--- config.mk ---
export PLATFORM = sky130hd
export DESIGN_NAME = spi_lead_master
export DESIGN_NICKNAME = d
export VERILOG_FILES = /design/src/rtl/spi_lead_pkg.sv /design/src/rtl/spi_lead_regs.sv /design/src/rtl/spi_lead_engine.sv /design/src/rtl/spi_lead_seldrv.sv /design/src/rtl/spi_lead_master.sv
export SDC_FILE = /design/constraint.sdc
export NUM_CORES = 1
export LEC_CHECK = 0
export BUFFER_PORTS_ARGS = -buffer_cell sky130_fd_sc_hd__buf_2
export CORE_MARGIN = 8
export CORE_UTILIZATION = 40
export DETAILED_ROUTE_END_ITERATION = 7
export PLACE_DENSITY = 0.64
export REMOVE_ABC_BUFFERS = 1
export SLEW_MARGIN = 20
export SYNTH_ARGS = -nofsm -noshare
export SYNTH_HDL_FRONTEND = slang
export SYNTH_SLANG_ARGS = --single-unit
--- constraint.sdc ---
create_clock -name clk_i -period 13.2 [get_ports clk_i]
set_clock_uncertainty 0.1 [all_clocks]
set_input_delay 0.66 -clock clk_i [delete_from_list [all_inputs] [get_ports clk_i]]
set_output_delay 0.66 -clock clk_i [all_outputs]
set_load 0.02 [all_outputs]
--- src/rtl/spi_lead_pkg.sv ---
`timescale 1ns/1ps
package spi_lead_pkg;
  localparam int REG_AW = 3;

  localparam logic [REG_AW-1:0] A_DIV  = 3'd0;
  localparam logic [REG_AW-1:0] A_CFG  = 3'd1;
  localparam logic [REG_AW-1:0] A_TXW  = 3'd2;
  localparam logic [REG_AW-1:0] A_GO   = 3'd3;
  localparam logic [REG_AW-1:0] A_STAT = 3'd4;
  localparam logic [REG_AW-1:0] A_RXW  = 3'd5;

  localparam int CFG_CPOL_BIT = 4;
  localparam int CFG_LEAD_LSB = 8;
  localparam int GO_LEN_LSB   = 8;

  typedef enum logic [2:0] {
    ST_IDLE,
    ST_LEAD,
    ST_HI,
    ST_LO,
    ST_TAIL
  } seq_state_e;
endpackage

--- src/rtl/spi_lead_regs.sv ---
`timescale 1ns/1ps
module spi_lead_regs
  import spi_lead_pkg::*;
#(
  parameter int DW   = 32,
  parameter int DIVW = 16,
  parameter int NSEL = 4,
  parameter int SELW = 2,
  parameter int LENW = 5
) (
  input  logic              clk_i,
  input  logic              rst_ni,
  input  logic              we_i,
  input  logic [REG_AW-1:0] waddr_i,
  input  logic [DW-1:0]     wdata_i,
  input  logic [REG_AW-1:0] raddr_i,
  output logic [DW-1:0]     rdata_o,
  input  logic              busy_i,
  input  logic [DW-1:0]     rx_word_i,
  output logic [DIVW-1:0]   div_o,
  output logic [NSEL-1:0]   pol_o,
  output logic              cpol_o,
  output logic [1:0]        lead_o,
  output logic [DW-1:0]     tx_o,
  output logic              start_o,
  output logic [SELW-1:0]   sel_o,
  output logic [LENW-1:0]   lenm1_o
);
  localparam logic [DIVW-1:0] DIV_MAX = {{(DIVW-1){1'b1}}, 1'b0};

  logic [DIVW-1:0] div_q;
  logic [NSEL-1:0] pol_q;
  logic            cpol_q;
  logic [1:0]      lead_q;
  logic [DW-1:0]   tx_q;
  logic            ovr_q;
  logic            go_wr;

  assign go_wr   = we_i && (waddr_i == A_GO);
  assign start_o = go_wr && !busy_i;
  assign sel_o   = wdata_i[SELW-1:0];
  assign lenm1_o = wdata_i[GO_LEN_LSB +: LENW];

  always_ff @(posedge clk_i or negedge rst_ni) begin
    if (!rst_ni) begin
      div_q  <= '0;
      pol_q  <= '0;
      cpol_q <= 1'b0;
      lead_q <= 2'b00;
      tx_q   <= '0;
    end else if (we_i) begin
      case (waddr_i)
        A_DIV: div_q <= (wdata_i[DIVW-1:0] == '1) ? DIV_MAX : wdata_i[DIVW-1:0];
        A_CFG: begin
          pol_q  <= wdata_i[NSEL-1:0];
          cpol_q <= wdata_i[CFG_CPOL_BIT];
          lead_q <= wdata_i[CFG_LEAD_LSB +: 2];
        end
        A_TXW: tx_q <= wdata_i;
        default: ;
      endcase
    end
  end

  always_ff @(posedge clk_i or negedge rst_ni) begin
    if (!rst_ni)
      ovr_q <= 1'b0;
    else if (go_wr && busy_i)
      ovr_q <= 1'b1;
    else if (we_i && (waddr_i == A_STAT) && wdata_i[1])
      ovr_q <= 1'b0;
  end

  always_comb begin
    rdata_o = '0;
    case (raddr_i)
      A_DIV:  rdata_o[DIVW-1:0] = div_q;
      A_CFG: begin
        rdata_o[NSEL-1:0]             = pol_q;
        rdata_o[CFG_CPOL_BIT]         = cpol_q;
        rdata_o[CFG_LEAD_LSB +: 2]    = lead_q;
      end
      A_TXW:  rdata_o = tx_q;
      A_STAT: rdata_o[1:0] = {ovr_q, busy_i};
      A_RXW:  rdata_o = rx_word_i;
      default: rdata_o = '0;
    endcase
  end

  assign div_o  = div_q;
  assign pol_o  = pol_q;
  assign cpol_o = cpol_q;
  assign lead_o = lead_q;
  assign tx_o   = tx_q;

  p_div_legal_r2: assert property (@(posedge clk_i) disable iff (!rst_ni)
    div_q != '1);

  p_overrun_set_r8: assert property (@(posedge clk_i) disable iff (!rst_ni)
    (go_wr && busy_i) |=> ovr_q);
endmodule

--- src/rtl/spi_lead_engine.sv ---
`timescale 1ns/1ps
module spi_lead_engine
  import spi_lead_pkg::*;
#(
  parameter int DW   = 32,
  parameter int DIVW = 16,
  parameter int SELW = 2,
  parameter int LENW = 5
) (
  input  logic            clk_i,
  input  logic            rst_ni,
  input  logic            start_i,
  input  logic [SELW-1:0] sel_i,
  input  logic [LENW-1:0] lenm1_i,
  input  logic [DW-1:0]   tx_i,
  input  logic [DIVW-1:0] div_i,
  input  logic [1:0]      lead_i,
  input  logic            miso_i,
  output logic            busy_o,
  output logic            sck_ph_o,
  output logic            mosi_o,
  output logic [SELW-1:0] sel_q_o,
  output logic [DW-1:0]   rx_word_o
);
  localparam int CW = DIVW + 4;

  seq_state_e      st_q;
  logic [CW-1:0]   cnt_q;
  logic [CW-1:0]   half_q;
  logic [LENW-1:0] left_q;
  logic [DW-1:0]   tx_sh_q;
  logic [DW-1:0]   rx_sh_q;
  logic [DW-1:0]   rx_word_q;
  logic [SELW-1:0] sel_q;
  logic            sck_ph_q;

  logic [CW-1:0]   half_w;
  logic [CW-1:0]   lead_m1_w;
  logic [LENW-1:0] sh_amt_w;
  logic            tick_w;

  assign half_w    = CW'(div_i) + CW'(1);
  assign lead_m1_w = half_w + CW'(lead_i) * (half_w << 1);
  assign sh_amt_w  = LENW'(DW - 1) - lenm1_i;
  assign tick_w    = (cnt_q == '0);

  always_ff @(posedge clk_i or negedge rst_ni) begin
    if (!rst_ni) begin
      st_q      <= ST_IDLE;
      cnt_q     <= '0;
      half_q    <= '0;
      left_q    <= '0;
      tx_sh_q   <= '0;
      rx_sh_q   <= '0;
      rx_word_q <= '0;
      sel_q     <= '0;
      sck_ph_q  <= 1'b0;
    end else if (start_i) begin
      st_q     <= ST_LEAD;
      cnt_q    <= lead_m1_w;
      half_q   <= half_w;
      left_q   <= lenm1_i;
      tx_sh_q  <= tx_i << sh_amt_w;
      rx_sh_q  <= '0;
      sel_q    <= sel_i;
      sck_ph_q <= 1'b0;
    end else begin
      case (st_q)
        ST_LEAD, ST_LO: begin
          if (tick_w) begin
            sck_ph_q <= 1'b1;
            rx_sh_q  <= {rx_sh_q[DW-2:0], miso_i};
            st_q     <= ST_HI;
            cnt_q    <= half_q - CW'(1);
          end else begin
            cnt_q <= cnt_q - CW'(1);
          end
        end
        ST_HI: begin
          if (tick_w) begin
            sck_ph_q <= 1'b0;
            cnt_q    <= half_q - CW'(1);
            if (left_q == '0) begin
              st_q <= ST_TAIL;
            end else begin
              tx_sh_q <= tx_sh_q << 1;
              left_q  <= left_q - LENW'(1);
              st_q    <= ST_LO;
            end
          end else begin
            cnt_q <= cnt_q - CW'(1);
          end
        end
        ST_TAIL: begin
          if (tick_w) begin
            st_q      <= ST_IDLE;
            rx_word_q <= rx_sh_q;
          end else begin
            cnt_q <= cnt_q - CW'(1);
          end
        end
        default: ;
      endcase
    end
  end

  assign busy_o    = (st_q != ST_IDLE);
  assign sck_ph_o  = sck_ph_q;
  assign mosi_o    = tx_sh_q[DW-1];
  assign sel_q_o   = sel_q;
  assign rx_word_o = rx_word_q;

  p_start_busy_r3: assert property (@(posedge clk_i) disable iff (!rst_ni)
    start_i |=> busy_o);

  p_lead_quiet_r4: assert property (@(posedge clk_i) disable iff (!rst_ni)
    (st_q == ST_LEAD) |-> !sck_ph_q);

  p_rx_hold_r6: assert property (@(posedge clk_i) disable iff (!rst_ni)
    !((st_q == ST_TAIL) && tick_w) |=> $stable(rx_word_q));

  p_sck_rest_r10: assert property (@(posedge clk_i) disable iff (!rst_ni)
    !busy_o |-> !sck_ph_q);

  p_sel_hold_r11: assert property (@(posedge clk_i) disable iff (!rst_ni)
    busy_o |=> (!busy_o || $stable(sel_q)));
endmodule

--- src/rtl/spi_lead_seldrv.sv ---
`timescale 1ns/1ps
module spi_lead_seldrv #(
  parameter int NSEL = 4,
  parameter int SELW = 2
) (
  input  logic            clk_i,
  input  logic            rst_ni,
  input  logic            active_i,
  input  logic [SELW-1:0] sel_i,
  input  logic [NSEL-1:0] pol_i,
  output logic [NSEL-1:0] line_o
);
  logic [NSEL-1:0] hit_w;

  for (genvar g = 0; g < NSEL; g++) begin : g_line
    assign hit_w[g]  = active_i && (sel_i == SELW'(g));
    assign line_o[g] = ~hit_w[g] ^ pol_i[g];
  end

  p_single_target_r11: assert property (@(posedge clk_i) disable iff (!rst_ni)
    $countones(line_o ^ ~pol_i) == (active_i ? 1 : 0));
endmodule

--- src/rtl/spi_lead_master.sv ---
`timescale 1ns/1ps
module spi_lead_master
  import spi_lead_pkg::*;
#(
  parameter int DW   = 32,
  parameter int DIVW = 16,
  parameter int NSEL = 4
) (
  input  logic              clk_i,
  input  logic              rst_ni,
  input  logic              reg_we_i,
  input  logic [REG_AW-1:0] reg_waddr_i,
  input  logic [DW-1:0]     reg_wdata_i,
  input  logic [REG_AW-1:0] reg_raddr_i,
  output logic [DW-1:0]     reg_rdata_o,
  output logic              busy_o,
  output logic              sck_o,
  output logic              mosi_o,
  input  logic              miso_i,
  output logic [NSEL-1:0]   sel_line_o
);
  localparam int SELW = (NSEL > 1) ? $clog2(NSEL) : 1;
  localparam int LENW = $clog2(DW);

  logic [DIVW-1:0] div_w;
  logic [NSEL-1:0] pol_w;
  logic            cpol_w;
  logic [1:0]      lead_w;
  logic [DW-1:0]   tx_w;
  logic            start_w;
  logic [SELW-1:0] sel_w;
  logic [LENW-1:0] lenm1_w;
  logic            busy_w;
  logic            sck_ph_w;
  logic [SELW-1:0] sel_q_w;
  logic [DW-1:0]   rx_word_w;

  spi_lead_regs #(
    .DW(DW), .DIVW(DIVW), .NSEL(NSEL), .SELW(SELW), .LENW(LENW)
  ) u_regs (
    .clk_i     (clk_i),
    .rst_ni    (rst_ni),
    .we_i      (reg_we_i),
    .waddr_i   (reg_waddr_i),
    .wdata_i   (reg_wdata_i),
    .raddr_i   (reg_raddr_i),
    .rdata_o   (reg_rdata_o),
    .busy_i    (busy_w),
    .rx_word_i (rx_word_w),
    .div_o     (div_w),
    .pol_o     (pol_w),
    .cpol_o    (cpol_w),
    .lead_o    (lead_w),
    .tx_o      (tx_w),
    .start_o   (start_w),
    .sel_o     (sel_w),
    .lenm1_o   (lenm1_w)
  );

  spi_lead_engine #(
    .DW(DW), .DIVW(DIVW), .SELW(SELW), .LENW(LENW)
  ) u_engine (
    .clk_i     (clk_i),
    .rst_ni    (rst_ni),
    .start_i   (start_w),
    .sel_i     (sel_w),
    .lenm1_i   (lenm1_w),
    .tx_i      (tx_w),
    .div_i     (div_w),
    .lead_i    (lead_w),
    .miso_i    (miso_i),
    .busy_o    (busy_w),
    .sck_ph_o  (sck_ph_w),
    .mosi_o    (mosi_o),
    .sel_q_o   (sel_q_w),
    .rx_word_o (rx_word_w)
  );

  spi_lead_seldrv #(
    .NSEL(NSEL), .SELW(SELW)
  ) u_seldrv (
    .clk_i    (clk_i),
    .rst_ni   (rst_ni),
    .active_i (busy_w),
    .sel_i    (sel_q_w),
    .pol_i    (pol_w),
    .line_o   (sel_line_o)
  );

  assign busy_o = busy_w;
  assign sck_o  = cpol_w ^ sck_ph_w;
endmodule

Word-level counts from Yosys, hierarchy flattened
Index checks and enable logic that the tools add are counted.

Add/subtract/negate cells: 6. Multipliers: 1. Equal/unequal tests: 21. Shifts and indexed selects: 1. Muxes and demuxes: 34. Bitwise logic cells: 10. Reduce and logical (&&, ||, !) cells: 34.

Operator list (count): 32-bit two-way mux (7); 20-bit two-way mux (3); 20-bit one-hot mux with 2 select lines (1); 20-bit by 1-bit subtractor with 20-bit output, second input constant (2); 16-bit one-hot mux with 2 select lines (1); 32-bit by 5-bit << shifter with 32-bit output (1); 20-bit adder (1); 20-bit logical NOT (1); 5-bit two-way mux (4); 2-bit by 19-bit multiplier with 19-bit output (1); 3-bit one-hot mux with 3 select lines (2); 6-bit one-hot mux with 3 select lines (1); 16-bit by 1-bit adder with 17-bit output, second input constant (1); 16-bit equality test, second input constant (1); 16-bit two-way mux (1); 3-bit by 2-bit equality test with 1-bit output, second input constant (5); 3-bit two-way mux (5); 3-bit equality test, second input constant (4); 3-bit one-hot mux with 4 select lines (1); 2-bit one-hot mux with 5 select lines (1); 2-bit AND reduction (5); 3-bit by 1-bit equality test with 1-bit output, second input constant (3); 1-bit logical AND (9); 3-bit by 2-bit inequality test with 1-bit output, second input constant (3); other kinds (22) (43).

Flip-flop bits (word level): 203. Input port bits: 42. Output and inout bits: 39. Logic and storage cells: 122.

Logic depth before layout (Yosys ltp)
Word-level depth: 5. Gate-level depth with buffers: 23. Depth with buffers taken out: 22.

Cells and area by module
Synthesis repeated with hierarchy kept, for this count alone.

Cell total of the unflattened synthesis: 1378. Area total of the unflattened synthesis: 13158.9 um^2.

Modules (own cells, without submodules): spi_lead_engine (instances 1, cells an instance 1156, area each 10231.1 um^2, seq. area each 3603.5 um^2); spi_lead_regs (instances 1, cells an instance 213, area each 2851.5 um^2, seq. area each 1401.3 um^2); spi_lead_seldrv (instances 1, cells an instance 8, area each 67.6 um^2, seq. area each 0.0 um^2); spi_lead_master (instances 1, cells an instance 1, area each 8.8 um^2, seq. area each 0.0 um^2).

Least setup slack after synthesis
No wires, ideal clock.

Path type: reg2reg. Start point: register u_regs.div_q[0], in the netlist u_regs.div_o[0]. End point: register u_engine.cnt_q[16]. Setup time: 0.127 ns. Data arrival time: 4.141 ns. Required time: 12.973 ns. Slack: 8.832 ns. Stages on the path, launching flop included: 22. Path buffers: 0. Clock period less this slack: 4.368 ns. Cell sequence: dfrtp_1 ha_1 xor2_1 and2_1 ha_1 a211oi_1 nor2_1 o31a_1 o21a_1 nor2_1 o21bai_1 a21oi_1 xnor2_1 ha_1 a21o_1 a21o_1 a21oi_1 nor3b_1 a21oi_1 xnor2_1 a211oi_1 a21oi_1.

Cells in the longest elaborated chain, start to end: 4.

Ends and longest elaborated chain: from (decl) (line spi_lead_regs.sv:31) `logic [DIVW-1:0] div_q;`; from (signal assigned) (line spi_lead_regs.sv:53) `A_DIV: div_q <= (wdata_i[DIVW-1:0] == '1) ? DIV_MAX : wdata_i[DIVW-1:0];`; 16-bit by 1-bit adder with 17-bit output (*) (line spi_lead_engine.sv:42) `assign half_w = CW'(div_i) + CW'(1);`; named net u_engine.half_w[2] (line spi_lead_engine.sv:37) `logic [CW-1:0] half_w;`; 2-bit by 19-bit multiplier with 19-bit output (line spi_lead_engine.sv:43) `assign lead_m1_w = half_w + CW'(lead_i) * (half_w << 1);`; 20-bit adder (*) (line spi_lead_engine.sv:43); 20-bit two-way mux (*) (line spi_lead_engine.sv:58) `end else if (start_i) begin`; to (signal assigned) (line spi_lead_engine.sv:60) `cnt_q <= lead_m1_w;`; to (signal assigned) (line spi_lead_engine.sv:74) `cnt_q <= half_q - CW'(1);`; to (signal assigned) (line spi_lead_engine.sv:76) `cnt_q <= cnt_q - CW'(1);`; to (decl) (line spi_lead_engine.sv:28) `logic [CW-1:0] cnt_q;`.

The timed path passes the listed nets; every way through them passes the cells marked *. A chain may end at the register's enable or synchronous reset.

Worst setup path in the final report
Same ends and word-level chain as after synthesis.

==> flow_summary.toml <==
[logic_synthesis]
synth.top_cells.by_count = "258 x nand2_1, 200 x dfrtp_1, 101 x a21oi_1"
yosysMostFrequentCell = "nand2_1"
synth_area_um2 = 13000
avgSynthCellArea_um2 = 8.91
synth_cells = 1465
ys_seq_area_share_pct = 38.4
yosys.cell_types.count = 71
synth_flop_cell = "dfrtp_1"
synth_area_leaders = "dfrtp_1 38%, mux2_2 7.8%, nand2_1 7.4%"
ys_warn_count = 0
synth_top_area_share_pct = 38.4
yosys.area.top_type = "dfrtp_1"
synth_edf_count = 0
ys_async_sr_fraction_pct = 100
ys_seq_elements = 200

[layout]
drive_gt1_share_pct = 17.2
final_nets = 1573
area_delta_synth_final_pct = 10.1
nFillCells = 3201

[grt]
grt_pass1_vias = 10700
antenna_found_initial = 4
grt_start_max_net_pins = 75
overflow = 0
grt_util_all_layers_pct = 18.6
grt_pass1_wl_um = 57900

[worst_setup_path]
r2r_slack_ns = 8.31
critPathLaunchType = "register"
worstPathMaxFanout = 10
timing.rr.end = "u_engine.cnt_q[16]"
timing.rr.start = "u_regs.div_o[0]"
end_kind = "register"
cp_data_arrival_time_ns = 5.12
crit_required_ns = 13.43
r2r_cells = 21
path_class = "register to register"

[cts]
htreeDepth = 4
clk_latency_ns = 0.46
path_clk_slew_ns = 0.08
numCtsBuffers = 17
clock_path_buffers = 2
cts_resized = 0
hold_buffers = 0
clock-sinks = 200
cts_setup_buffers = 0
cts_tree = "yes"
cts_root_buf = "clkbuf_16"

[placement]
dp_hpwl_um = 26100
io_buffer_count = 80
globalplace.congestion = 0.869

[run]
cap_violations = 0

[floorplan]
rows = 66
start_util_pct = 40.3
die-height_um = 197
ios = 81
die_w_um = 197
core_um2 = 32400
die-area_um2 = 38700

[routing]
route.vias.total = 10900
viasPerCell = 5.58
dr.pass1.iters = 6
detail_route.wl_per_cell_um = 18.3
wl_um = 35700
drc_errors = 0
drtAntennaViolNets = 0
drt_iter0_drc = 640

[timing]
finalMaxSlewViolations = 0
relSlewSlack_pct = 31.8
post-route-period-util_pct = 37.1
finalSetupViolations = 0
hold_violations = 0
fmax_mhz = 204
worst_slew_pin_slew_ns = 1.02
finalCriticalPeriod_ns = 4.89
rsz0062_at_grt = "false"
tns_ns = 0

[outcome]
status = "finished clean"

[pwr]
ir_drop_mv = 0.0939
power.density_nw_per_um2 = 135
power.total_w = 0.00193
p_leak_nw = 6.20

[hold_path]
hp-class = "input pin to async pin"
## critical path, stage by stage (launching register included)
cell and delay [ns]:
dfrtp_1 0.49, ha_1 0.29, xor2_1 0.30, and2_1 0.23, ha_1 0.26, a211oi_1 0.21
nor2_1 0.11, o31a_1 0.31, o21a_1 0.20, nor2_1 0.16, o21bai_1 0.08, a21oi_1 0.18
xnor2_1 0.14, ha_1 0.30, a21o_1 0.18, a21o_1 0.17, a21oi_1 0.21, nor3b_1 0.28
a21oi_1 0.12, xnor2_1 0.14, a211oi_1 0.25, a21oi_1 0.06
## metal layers
layer	share of wire [%]	track usage [%]	vias to the layer above
met5	0.064	0	-
met4	1.5	5.13	4
met3	5.9	3.58	35
met2	47	30.2	309
met1	45	25.0	5258
li1	-	-	5258
## cells by family (layout without fill, tap and decap cells)
kind of cell / Yosys count / after routing / synth area share, %
compound gates: 369 / 369 / 17.5
xor+xnor: 66 / 66 / 4.43
fa+ha+maj: 40 / 40 / 3.95
buf+inv: 123 / 160 / 3.88
flops: 200 / 200 / 38.4
mux: 145 / 145 / 13.7
other cells: 0 / 2 / 0
simple gates: 522 / 522 / 18.1
## cell usage in the layout, fill, tap and decap left out, drive strengths merged, types with 5 or more instances in the layout
cell,synthesis,layout
mux2i,37,37
mux2,90,90
nor3,28,28
nand2b,9,9
xnor2,39,39
and2,26,26
a21oi,101,101
o21ai,125,125
nand4,7,7
inv,31,37
nor2b,19,19
nor4,11,11
a31oi,8,8
nand3b,5,5
clkbuf,57,19
and3,7,7
dfrtp,200,200
or2,6,6
a221o,5,5
a211oi,27,27
o21a,11,11
xor2,27,27
or3,8,8
mux4,18,18
a22oi,18,18
nor2,95,95
nand3,33,33
a22o,18,18
buf,33,96
o211ai,13,13
ha,38,38
a21o,6,6
nand2,258,258
## layout make-up
| cell class | instances | area [um^2] | share of cell area, % |
|---|---|---|---|
| clock buffer | 18 | 429 | 2.99 |
| clock inverter | 12 | 138 | 0.958 |
| timing repair buffer | 97 | 537 | 3.74 |
| multi-input combinational | 1142 | 7570 | 52.7 |
| sequential | 200 | 5000 | 34.8 |
| tap | 442 | 553 | 3.85 |
| antenna | 2 | 5.00 | 0.0348 |
| inverter | 33 | 124 | 0.862 |
## how the worst max path moves through the flow
stage,depth (start not counted),endpoint,slack (ns),from
6_report,21,u_engine.cnt_q[16],8.31,u_regs.div_o[0]
5_1_grt,22,u_engine.cnt_q[16],7.86,u_regs.div_o[0]
4_1_cts,21,u_engine.cnt_q[16],8.33,u_regs.div_o[0]
3_5_place_dp,21,u_engine.cnt_q[16],8.37,u_regs.div_o[0]
3_3_place_gp,21,u_engine.cnt_q[16],8.45,u_regs.div_o[0]
2_1_floorplan,7,u_engine.tx_sh_q[2],7.94,u_engine.st_q[1]
## per-stage QoR
step | cell area, um^2 | cells | hold WS (ns) | setup slack, ns | util (%)
after detailed placement | 13800 | 1914 | 0.370 | 8.37 | 42.6
after floorplan | 12700 | 1375 | 0.264 | 7.94 | -
after CTS | 14400 | 1944 | 0.0978 | 8.33 | 44.4
final | 14400 | 1946 | 0.0911 | 8.31 | 44.4
after global routing | 14400 | 1944 | 0.130 | 7.86 | 44.4
after global placement | 13800 | 1914 | 0.365 | 8.45 | 42.6
## flip-flops by register name, summed over array words and instances, names as in the netlist
name / count
u_engine.rx_word_o: 32
u_regs.pol_o: 4
u_engine.tx_sh_q: 32
u_regs.tx_o: 32
u_engine.half_q: 17
u_regs.lead_o: 2
u_engine.left_q: 5
u_engine.sck_ph_o: 1
u_engine.cnt_q: 20
u_engine.st_q: 3
u_engine.rx_sh_q: 32
u_regs.ovr_q: 1
u_engine.sel_q_o: 2
u_regs.cpol_o: 1
u_regs.div_o: 16
## report_power, final
part / switching (W) / total [W] / leakage [nW] / internal (W)
sequential: 0.0000866 / 0.000753 / 2.44 / 0.000666
combinational: 0.000367 / 0.000656 / 3.50 / 0.000290
clock: 0.000259 / 0.000525 / 0.268 / 0.000266
(Power assumes the default switching activity.)
